<file path="config.mk">
export PLATFORM = sky130hd
export DESIGN_NAME = motor_pwm_bridge
export DESIGN_NICKNAME = d
export VERILOG_FILES = /design/src/rtl/mpb_pkg.sv /design/src/rtl/mpb_regs.sv /design/src/rtl/mpb_timebase.sv /design/src/rtl/mpb_cmp.sv /design/src/rtl/mpb_outmap.sv /design/src/rtl/motor_pwm_bridge.sv
export SDC_FILE = /design/constraint.sdc
export NUM_CORES = 1
export LEC_CHECK = 0
export CAP_MARGIN = 20
export CORE_MARGIN = 8
export CORE_UTILIZATION = 55
export DETAILED_ROUTE_END_ITERATION = 10
export PLACE_DENSITY_LB_ADDON = 0.08
export SETUP_SLACK_MARGIN = 0.15
export SLEW_MARGIN = 20
export SYNTH_ARGS = -nofsm -noshare
export SYNTH_HDL_FRONTEND = slang
export SYNTH_SLANG_ARGS = --single-unit
</file>
<file path="constraint.sdc">
create_clock -name clk -period 6.05 [get_ports clk]
set_input_delay 0.9075 -clock clk [delete_from_list [all_inputs] [get_ports clk]]
set_output_delay 0.9075 -clock clk [all_outputs]
set_load 0.01 [all_outputs]
</file>
<file path="src/rtl/mpb_pkg.sv">
package mpb_pkg;
    typedef enum logic [1:0] {
        REG_PERIOD   = 2'd0,
        REG_DUTY_MOT = 2'd1,
        REG_DUTY_SRV = 2'd2,
        REG_CTRL     = 2'd3
    } reg_addr_e;

    // bit2 brake, bit1 reverse, bit0 enable
    typedef struct packed {
        logic brake;
        logic reverse;
        logic enable;
    } ctrl_t;

    localparam int CH_MOTOR = 0;
    localparam int CH_SERVO = 1;
    localparam int NUM_CH   = 2;

    typedef struct packed {
        logic a_inh;
        logic a_in;
        logic b_inh;
        logic b_in;
        logic servo;
    } drive_t;
endpackage

</file>
<file path="src/rtl/mpb_regs.sv">
module mpb_regs
    import mpb_pkg::*;
#(
    parameter int CW = 16
) (
    input  logic                         clk,
    input  logic                         rst_n,
    input  logic                         wr_en,
    input  logic [1:0]                   wr_addr,
    input  logic [CW-1:0]                wr_data,
    output logic [CW-1:0]                per_sh,
    output logic [NUM_CH-1:0][CW-1:0]    duty_sh,
    output ctrl_t                        ctrl
);
    typedef struct packed {
        logic [CW-1:0]             per;
        logic [NUM_CH-1:0][CW-1:0] duty;
        ctrl_t                     ctrl;
    } regs_t;

    regs_t regs_d, regs_q;

    always_comb begin
        regs_d = regs_q;
        if (wr_en) begin
            case (reg_addr_e'(wr_addr))
                REG_PERIOD:   regs_d.per            = wr_data;
                REG_DUTY_MOT: regs_d.duty[CH_MOTOR] = wr_data;
                REG_DUTY_SRV: regs_d.duty[CH_SERVO] = wr_data;
                REG_CTRL:     regs_d.ctrl           = ctrl_t'(wr_data[2:0]);
                default:      regs_d                = regs_q;
            endcase
        end
    end

    always_ff @(posedge clk or negedge rst_n) begin
        if (!rst_n) regs_q <= '0;
        else        regs_q <= regs_d;
    end

    assign per_sh  = regs_q.per;
    assign duty_sh = regs_q.duty;
    assign ctrl    = regs_q.ctrl;
endmodule

</file>
<file path="src/rtl/mpb_timebase.sv">
module mpb_timebase
    import mpb_pkg::*;
#(
    parameter int CW = 16
) (
    input  logic                      clk,
    input  logic                      rst_n,
    input  logic [CW-1:0]             per_sh,
    input  logic [NUM_CH-1:0][CW-1:0] duty_sh,
    input  logic                      dir_sh,
    output logic [CW-1:0]             cnt,
    output logic [CW-1:0]             per_act,
    output logic [NUM_CH-1:0][CW-1:0] duty_act,
    output logic                      dir_act,
    output logic                      dead
);
    typedef struct packed {
        logic [CW-1:0]             cnt;
        logic [CW-1:0]             per;
        logic [NUM_CH-1:0][CW-1:0] duty;
        logic                      dir;
        logic                      dead;
    } tb_state_t;

    tb_state_t st_d, st_q;
    logic      run;
    logic      wrap;

    assign run  = (st_q.per != '0);
    assign wrap = !run || (st_q.cnt == st_q.per - 1'b1);

    always_comb begin
        st_d = st_q;
        if (wrap) begin
            st_d.cnt  = '0;
            st_d.per  = per_sh;
            st_d.duty = duty_sh;
            if (!run || st_q.dead) begin
                st_d.dir  = dir_sh;
                st_d.dead = 1'b0;
            end else if (dir_sh != st_q.dir) begin
                st_d.dead = 1'b1;
            end
        end else begin
            st_d.cnt = st_q.cnt + 1'b1;
        end
    end

    always_ff @(posedge clk or negedge rst_n) begin
        if (!rst_n) st_q <= '0;
        else        st_q <= st_d;
    end

    assign cnt      = st_q.cnt;
    assign per_act  = st_q.per;
    assign duty_act = st_q.duty;
    assign dir_act  = st_q.dir;
    assign dead     = st_q.dead;
endmodule

</file>
<file path="src/rtl/mpb_cmp.sv">
module mpb_cmp #(
    parameter int CW = 16
) (
    input  logic [CW-1:0] cnt,
    input  logic [CW-1:0] per,
    input  logic [CW-1:0] duty,
    output logic          hi
);
    always_comb begin
        hi = (per != '0) && (cnt < duty);
    end
endmodule

</file>
<file path="src/rtl/mpb_outmap.sv">
module mpb_outmap
    import mpb_pkg::*;
(
    input  logic   clk,
    input  logic   rst_n,
    input  ctrl_t  ctrl,
    input  logic   run,
    input  logic   dir_act,
    input  logic   dead,
    input  logic   mot_hi,
    input  logic   srv_hi,
    output drive_t drv
);
    drive_t drv_d, drv_q;

    always_comb begin
        drv_d       = '0;
        drv_d.servo = srv_hi;
        if (ctrl.enable && run) begin
            drv_d.a_inh = 1'b1;
            drv_d.b_inh = 1'b1;
            if (!ctrl.brake && !dead) begin
                if (dir_act) drv_d.b_in = mot_hi;
                else         drv_d.a_in = mot_hi;
            end
        end
    end

    always_ff @(posedge clk or negedge rst_n) begin
        if (!rst_n) drv_q <= '0;
        else        drv_q <= drv_d;
    end

    assign drv = drv_q;
endmodule

</file>
<file path="src/rtl/motor_pwm_bridge.sv">
module motor_pwm_bridge
    import mpb_pkg::*;
#(
    parameter int CW = 16
) (
    input  logic          clk,
    input  logic          rst_n,
    input  logic          wr_en,
    input  logic [1:0]    wr_addr,
    input  logic [CW-1:0] wr_data,
    output logic          bridge_a_inh,
    output logic          bridge_a_in,
    output logic          bridge_b_inh,
    output logic          bridge_b_in,
    output logic          servo_pwm
);
    logic [CW-1:0]             per_sh;
    logic [NUM_CH-1:0][CW-1:0] duty_sh;
    ctrl_t                     ctrl_q;
    logic [CW-1:0]             cnt;
    logic [CW-1:0]             per_act;
    logic [NUM_CH-1:0][CW-1:0] duty_act;
    logic                      dir_act;
    logic                      dead;
    logic [NUM_CH-1:0]         ch_hi;
    drive_t                    drv;

    mpb_regs #(.CW(CW)) u_regs (
        .clk(clk), .rst_n(rst_n), .wr_en(wr_en), .wr_addr(wr_addr),
        .wr_data(wr_data), .per_sh(per_sh), .duty_sh(duty_sh), .ctrl(ctrl_q)
    );

    mpb_timebase #(.CW(CW)) u_tbase (
        .clk(clk), .rst_n(rst_n), .per_sh(per_sh), .duty_sh(duty_sh),
        .dir_sh(ctrl_q.reverse), .cnt(cnt), .per_act(per_act),
        .duty_act(duty_act), .dir_act(dir_act), .dead(dead)
    );

    for (genvar ch = 0; ch < NUM_CH; ch++) begin : g_cmp
        mpb_cmp #(.CW(CW)) u_cmp (
            .cnt(cnt), .per(per_act), .duty(duty_act[ch]), .hi(ch_hi[ch])
        );
    end

    mpb_outmap u_map (
        .clk(clk), .rst_n(rst_n), .ctrl(ctrl_q), .run(per_act != '0),
        .dir_act(dir_act), .dead(dead), .mot_hi(ch_hi[CH_MOTOR]),
        .srv_hi(ch_hi[CH_SERVO]), .drv(drv)
    );

    assign bridge_a_inh = drv.a_inh;
    assign bridge_a_in  = drv.a_in;
    assign bridge_b_inh = drv.b_inh;
    assign bridge_b_in  = drv.b_in;
    assign servo_pwm    = drv.servo;
endmodule

</file>
-- Word-level counts from Yosys, hierarchy flattened
Index checks and enable logic that the tools add are counted.
- add/sub/neg operators: 2
- eq/ne operators: 5
- order comparisons: 2
- muxes and demuxes: 8
- reductions and logical operators: 18
- operator list (operator ; number):
    $lt A16 B16 Y1 ; 2
    $add A16 B1 Y16 const B ; 1
    $eq A16 B16 Y1 ; 1
    $mux W16 ; 1
    $reduce_bool A16 Y1 ; 1
    $sub A16 B1 Y16 const B ; 1
    $reduce_and A2 Y1 ; 6
    $mux W1 ; 6
    $eq A2 B2 Y1 const B ; 2
    $logic_and A1 B1 Y1 ; 4
    $mux W4 ; 1
    $logic_not A1 Y1 ; 3
    $eq A2 B1 Y1 const B ; 1
    $logic_not A2 Y1 ; 1
    $logic_or A1 B1 Y1 ; 2
    $reduce_bool A2 Y1 ; 1
    $ne A1 B1 Y1 ; 1
- flip-flop bits (word level): 122
- word-level logic and storage cells: 52

-- Logic depth before layout (Yosys ltp)
- word-level depth: 5
- mapped depth: 11

-- By module
A second synthesis with hierarchy kept.
- cell total of the unflattened synthesis: 507
- area, all modules: 6178.4 um^2
- by module, submodules not included (module ; instances ; sequential area each (um^2) ; area an instance (um^2) ; cells an instance):
    mpb_timebase ; 1 ; 1651.6 ; 3198.1 ; 268
    mpb_regs ; 1 ; 1276.2 ; 1929.4 ; 109
    mpb_cmp (g_cmp[0].u_cmp) ; 1 ; 0.0 ; 442.9 ; 56
    mpb_cmp (g_cmp[1].u_cmp) ; 1 ; 0.0 ; 439.2 ; 58
    mpb_outmap ; 1 ; 100.1 ; 137.6 ; 11
    motor_pwm_bridge ; 1 ; 0.0 ; 31.3 ; 5

-- Worst setup path after synthesis
No wires, ideal clock.
- kind: register to register
- start: register u_tbase.st_q, in the netlist u_tbase.per_act[8]
- end: register u_tbase.st_q, in the netlist u_tbase.duty_act[0]
- path buffers: 2
- setup slack: 2.816 ns
- period minus slack after synthesis: 3.234 ns
- arrival time: 3.109 ns
- data required time: 5.925 ns
- cell stages (with the launch flop): 10
- path through: dfrtp_1 -> buf_2 -> or4_4 -> or3_4 -> nor4_1 -> o211ai_1 -> or4_4 -> o21ai_4 -> buf_6 -> mux2_2
- cells in the longest elaborated chain, start to end: 3
- elaborated cells on any way between the ends: 5
- classes of those cells: add/sub (1); eq/ne (1); reduce/logical (3)
- ends and longest elaborated chain (element ; RTL line ; source):
    start: declaration ; mpb_timebase.sv:25 ; tb_state_t st_d, st_q;
    start signal: assignment ; mpb_timebase.sv:51 ; else st_q <= st_d;
    $sub A16 B1 Y16 / $reduce_bool A16 Y1 (equally long branches) ; mpb_timebase.sv:30, mpb_timebase.sv:29 ;
    $eq A16 B16 Y1 / $logic_not A1 Y1 (equally long branches) ; mpb_timebase.sv:30 ; assign wrap = !run || (st_q.cnt == st_q.per - 1'b1);
    $logic_or A1 B1 Y1 * ; mpb_timebase.sv:30 ;
Every way passes the cells marked *; elsewhere a longest branch is shown, timed or not.
A chain may end at the register's enable or synchronous reset.

-- Worst setup path after layout
- start: register u_tbase.st_q, in the netlist u_tbase.per_act[2]
- end: register u_tbase.st_q, in the netlist u_tbase.duty_act[19]
The elaborated chain is that of the path after synthesis.

==> flow_metrics.tcl <==
set metrics [dict create \
    worstMarginPinSlew_ns 0.927 \
    cts.sinks 121 \
    hold_ws_ns 0.436 \
    overflow 0 \
    m1WireLength_mm 5.67 \
    htreeDepth 4 \
    clk_path_buf_depth 2 \
    finalHoldViolCount 0 \
    maxCapViolations 0 \
    fin_cells 672 \
    path_class "register to register" \
    post-cts-setup-buffers 0 \
    dr.first_iter.drc_count 256 \
    cts_buffers 17 \
    tritoncts "yes" \
    antenna_found_initial 0 \
    wl_mm 11.9 \
    finalCritPeriodShare_pct 67.4 \
    start_util_pct 55.7 \
    wl_met3_um 377 \
    ys_ff_latch 121 \
    synth_nets 541 \
    slowest_delay_ns 0.74 \
    highest_layer "met4" \
    synth_edf_count 0 \
    cp_max_fo 35 \
    post-route-drc-count 0 \
    seq_area_frac_synth_pct 50.8 \
    fin_nets 574 \
    cts_root_buffer "clkbuf_8" \
    grt_start_max_net_pins 64 \
    crit_arrival_ns 4.49 \
    cp_slowest_cell "o21ai_4" \
    tns_ns 0 \
    cp.required_ns 6.46 \
    final_common_cell "dfrtp_1" \
    vdd.ir_drop.worst_uv 282 \
    min_period_ns 4.08 \
    fmax_mhz 245 \
    syn_area_um2 5960 \
    fillers 848 \
    clk_pin_slew_ns 0.06 \
    hold_buffers 0 \
    clk_latency_ns 0.53 \
    fp-row-count 38 \
    final_area_um2 6860 \
    seq_area_um2 3030 \
    rsz0062_at_grt "false" \
    power.leakage_uw 0.00308 \
    maxSlewViolCount 0 \
    vias 3805 \
    crit_chain "or4_1 > or2_1 > a2111oi_0 > nand4_1 > or4_4 > o21ai_4 > buf_12 > mux2_2" \
    num_antenna_cells 0 \
    min_path_type "primary input to async pin" \
    outcome "completed" \
    grt_pass1_wl_mm 20.2 \
    maxSlewHeadroom_pct 38.0 \
    dp.cells 639 \
    ant_nets 0 \
    async_flop_share_pct 100 \
    synth_ff_type "dfrtp_1" \
    globalplace.congestion 0.916 \
    crit_family "simple AND/OR/NAND/NOR gates" \
    vias_per_cell 5.66 \
    die_y_um 120 \
    place_area_um2 6320 \
    drt_pass1_iterations 4 \
    ys_warn_count 0 \
    core_area_um2 10700 \
    hpwl_mm 8.12 \
    numPortBuffers 25 \
    multiInputGateArea_um2 2690 \
    area_delta_synth_final_pct 15.1 \
    syn_inst 487 \
    routedWlPerCell_um 17.7 \
    critPathLaunchType "register" \
    power.total_uw 3080 \
    die_x_um 120 \
    fin_skew_ns 0.0124 \
    grt_pass1_vias 3981 \
    wl_met2_mm 5.61 \
    post_cts_resized 0 \
    synth_area_per_cell_um2 12.2 \
    setup_violations 0 \
    end_kind "register" \
    mostFrequentLayoutCells "dfrtp_1, mux2_2, inv_1, ha_1, clkdlybuf4s50_1" \
    yosysUniqueCellTypes 51 \
    drive_above_1_share_pct 23.7 \
    critical_path_buf_inv_count 1 \
    grt_usage_pct 18.0 \
    ios 26 \
    dieArea_um2 14400 \
    pwr_density_cell_nw_per_um2 449 \
]
-- registers in the layout (all words and copies together) (netlist names) --
register,count
u_regs.ctrl,3
u_tbase.dir_act,1
u_tbase.cnt,16
u_map.drv,4
u_regs.duty_sh,32
u_regs.per_sh,16
u_tbase.per_act,16
u_tbase.duty_act,32
u_tbase.dead,1
-- cells by family (layout without fill, tap and decap cells) --
logic type | count (synthesis) | count (layout) | share of synthesized area, %
DFF | 121 | 121 | 50.8
and+or+nand+nor | 95 | 95 | 8.88
muxes | 90 | 90 | 17.0
AOI/OAI and AO/OA | 59 | 59 | 7.24
buffers and inverters | 55 | 100 | 4.16
xor gates and xnor gates | 34 | 34 | 5.00
adders and majority gates | 33 | 33 | 6.93
-- per-stage QoR --
step,utilization [%],setup slack [ns]
after CTS,63.8,2.00
after detailed placement,59.1,2.00
after floorplan,-,2.82
after global placement,59.1,2.12
final,64.1,1.97
after global routing,64.1,1.76
-- worst paths after layout --
path,from,endpoint,slack (ns),depth (start not counted)
min,rst_n,u_map.drv[3],0.44,1
min reg2reg,u_tbase.duty_act[29],u_tbase.duty_act[29],0.49,1
max,u_tbase.per_act[2],u_tbase.duty_act[19],1.97,8
max reg2reg,u_tbase.per_act[2],u_tbase.duty_act[19],1.97,8
min in group clk,u_tbase.duty_act[29],u_tbase.duty_act[29],0.49,1
max in group asynchronous,rst_n,u_tbase.duty_act[9],4.37,2
-- where the power goes --
part,switching (uW),internal (uW)
registers,225,1050
logic,431,493
clock network,343,535
-- final cells by class --
type	count	share of cell area, %
clock buffer	21	6.26
clock inverter	10	1.17
inverter	39	2.14
multi-input combinational	311	39.2
sequential	121	44.2
tap	140	2.55
timing repair buffer	30	4.51
-- metal layers --
layer	global-route usage, %	up-vias
met4	6.79	0
met5	0	-
met3	4.98	17
met1	23.3	1929
li1	-	1801
met2	28.2	58
-- synthesized netlist by cell type (all sizes together), types with 7 or more instances --
library cell | number | area share [%]
nor3 | 8 | 0.67
dfrtp | 121 | 51
ha | 33 | 6.9
mux2 | 89 | 17
nor2 | 21 | 1.3
o21ai | 10 | 1.0
a21oi | 8 | 0.67
a22o | 10 | 1.5
xnor2 | 23 | 3.4
inv | 39 | 2.5
nand2 | 12 | 0.76
xor2 | 11 | 1.6
nand4 | 9 | 0.94
buf | 9 | 1.3
clkbuf | 7 | 0.44
a21o | 11 | 1.4
Note: power is estimated with default switching activity, not from simulation.
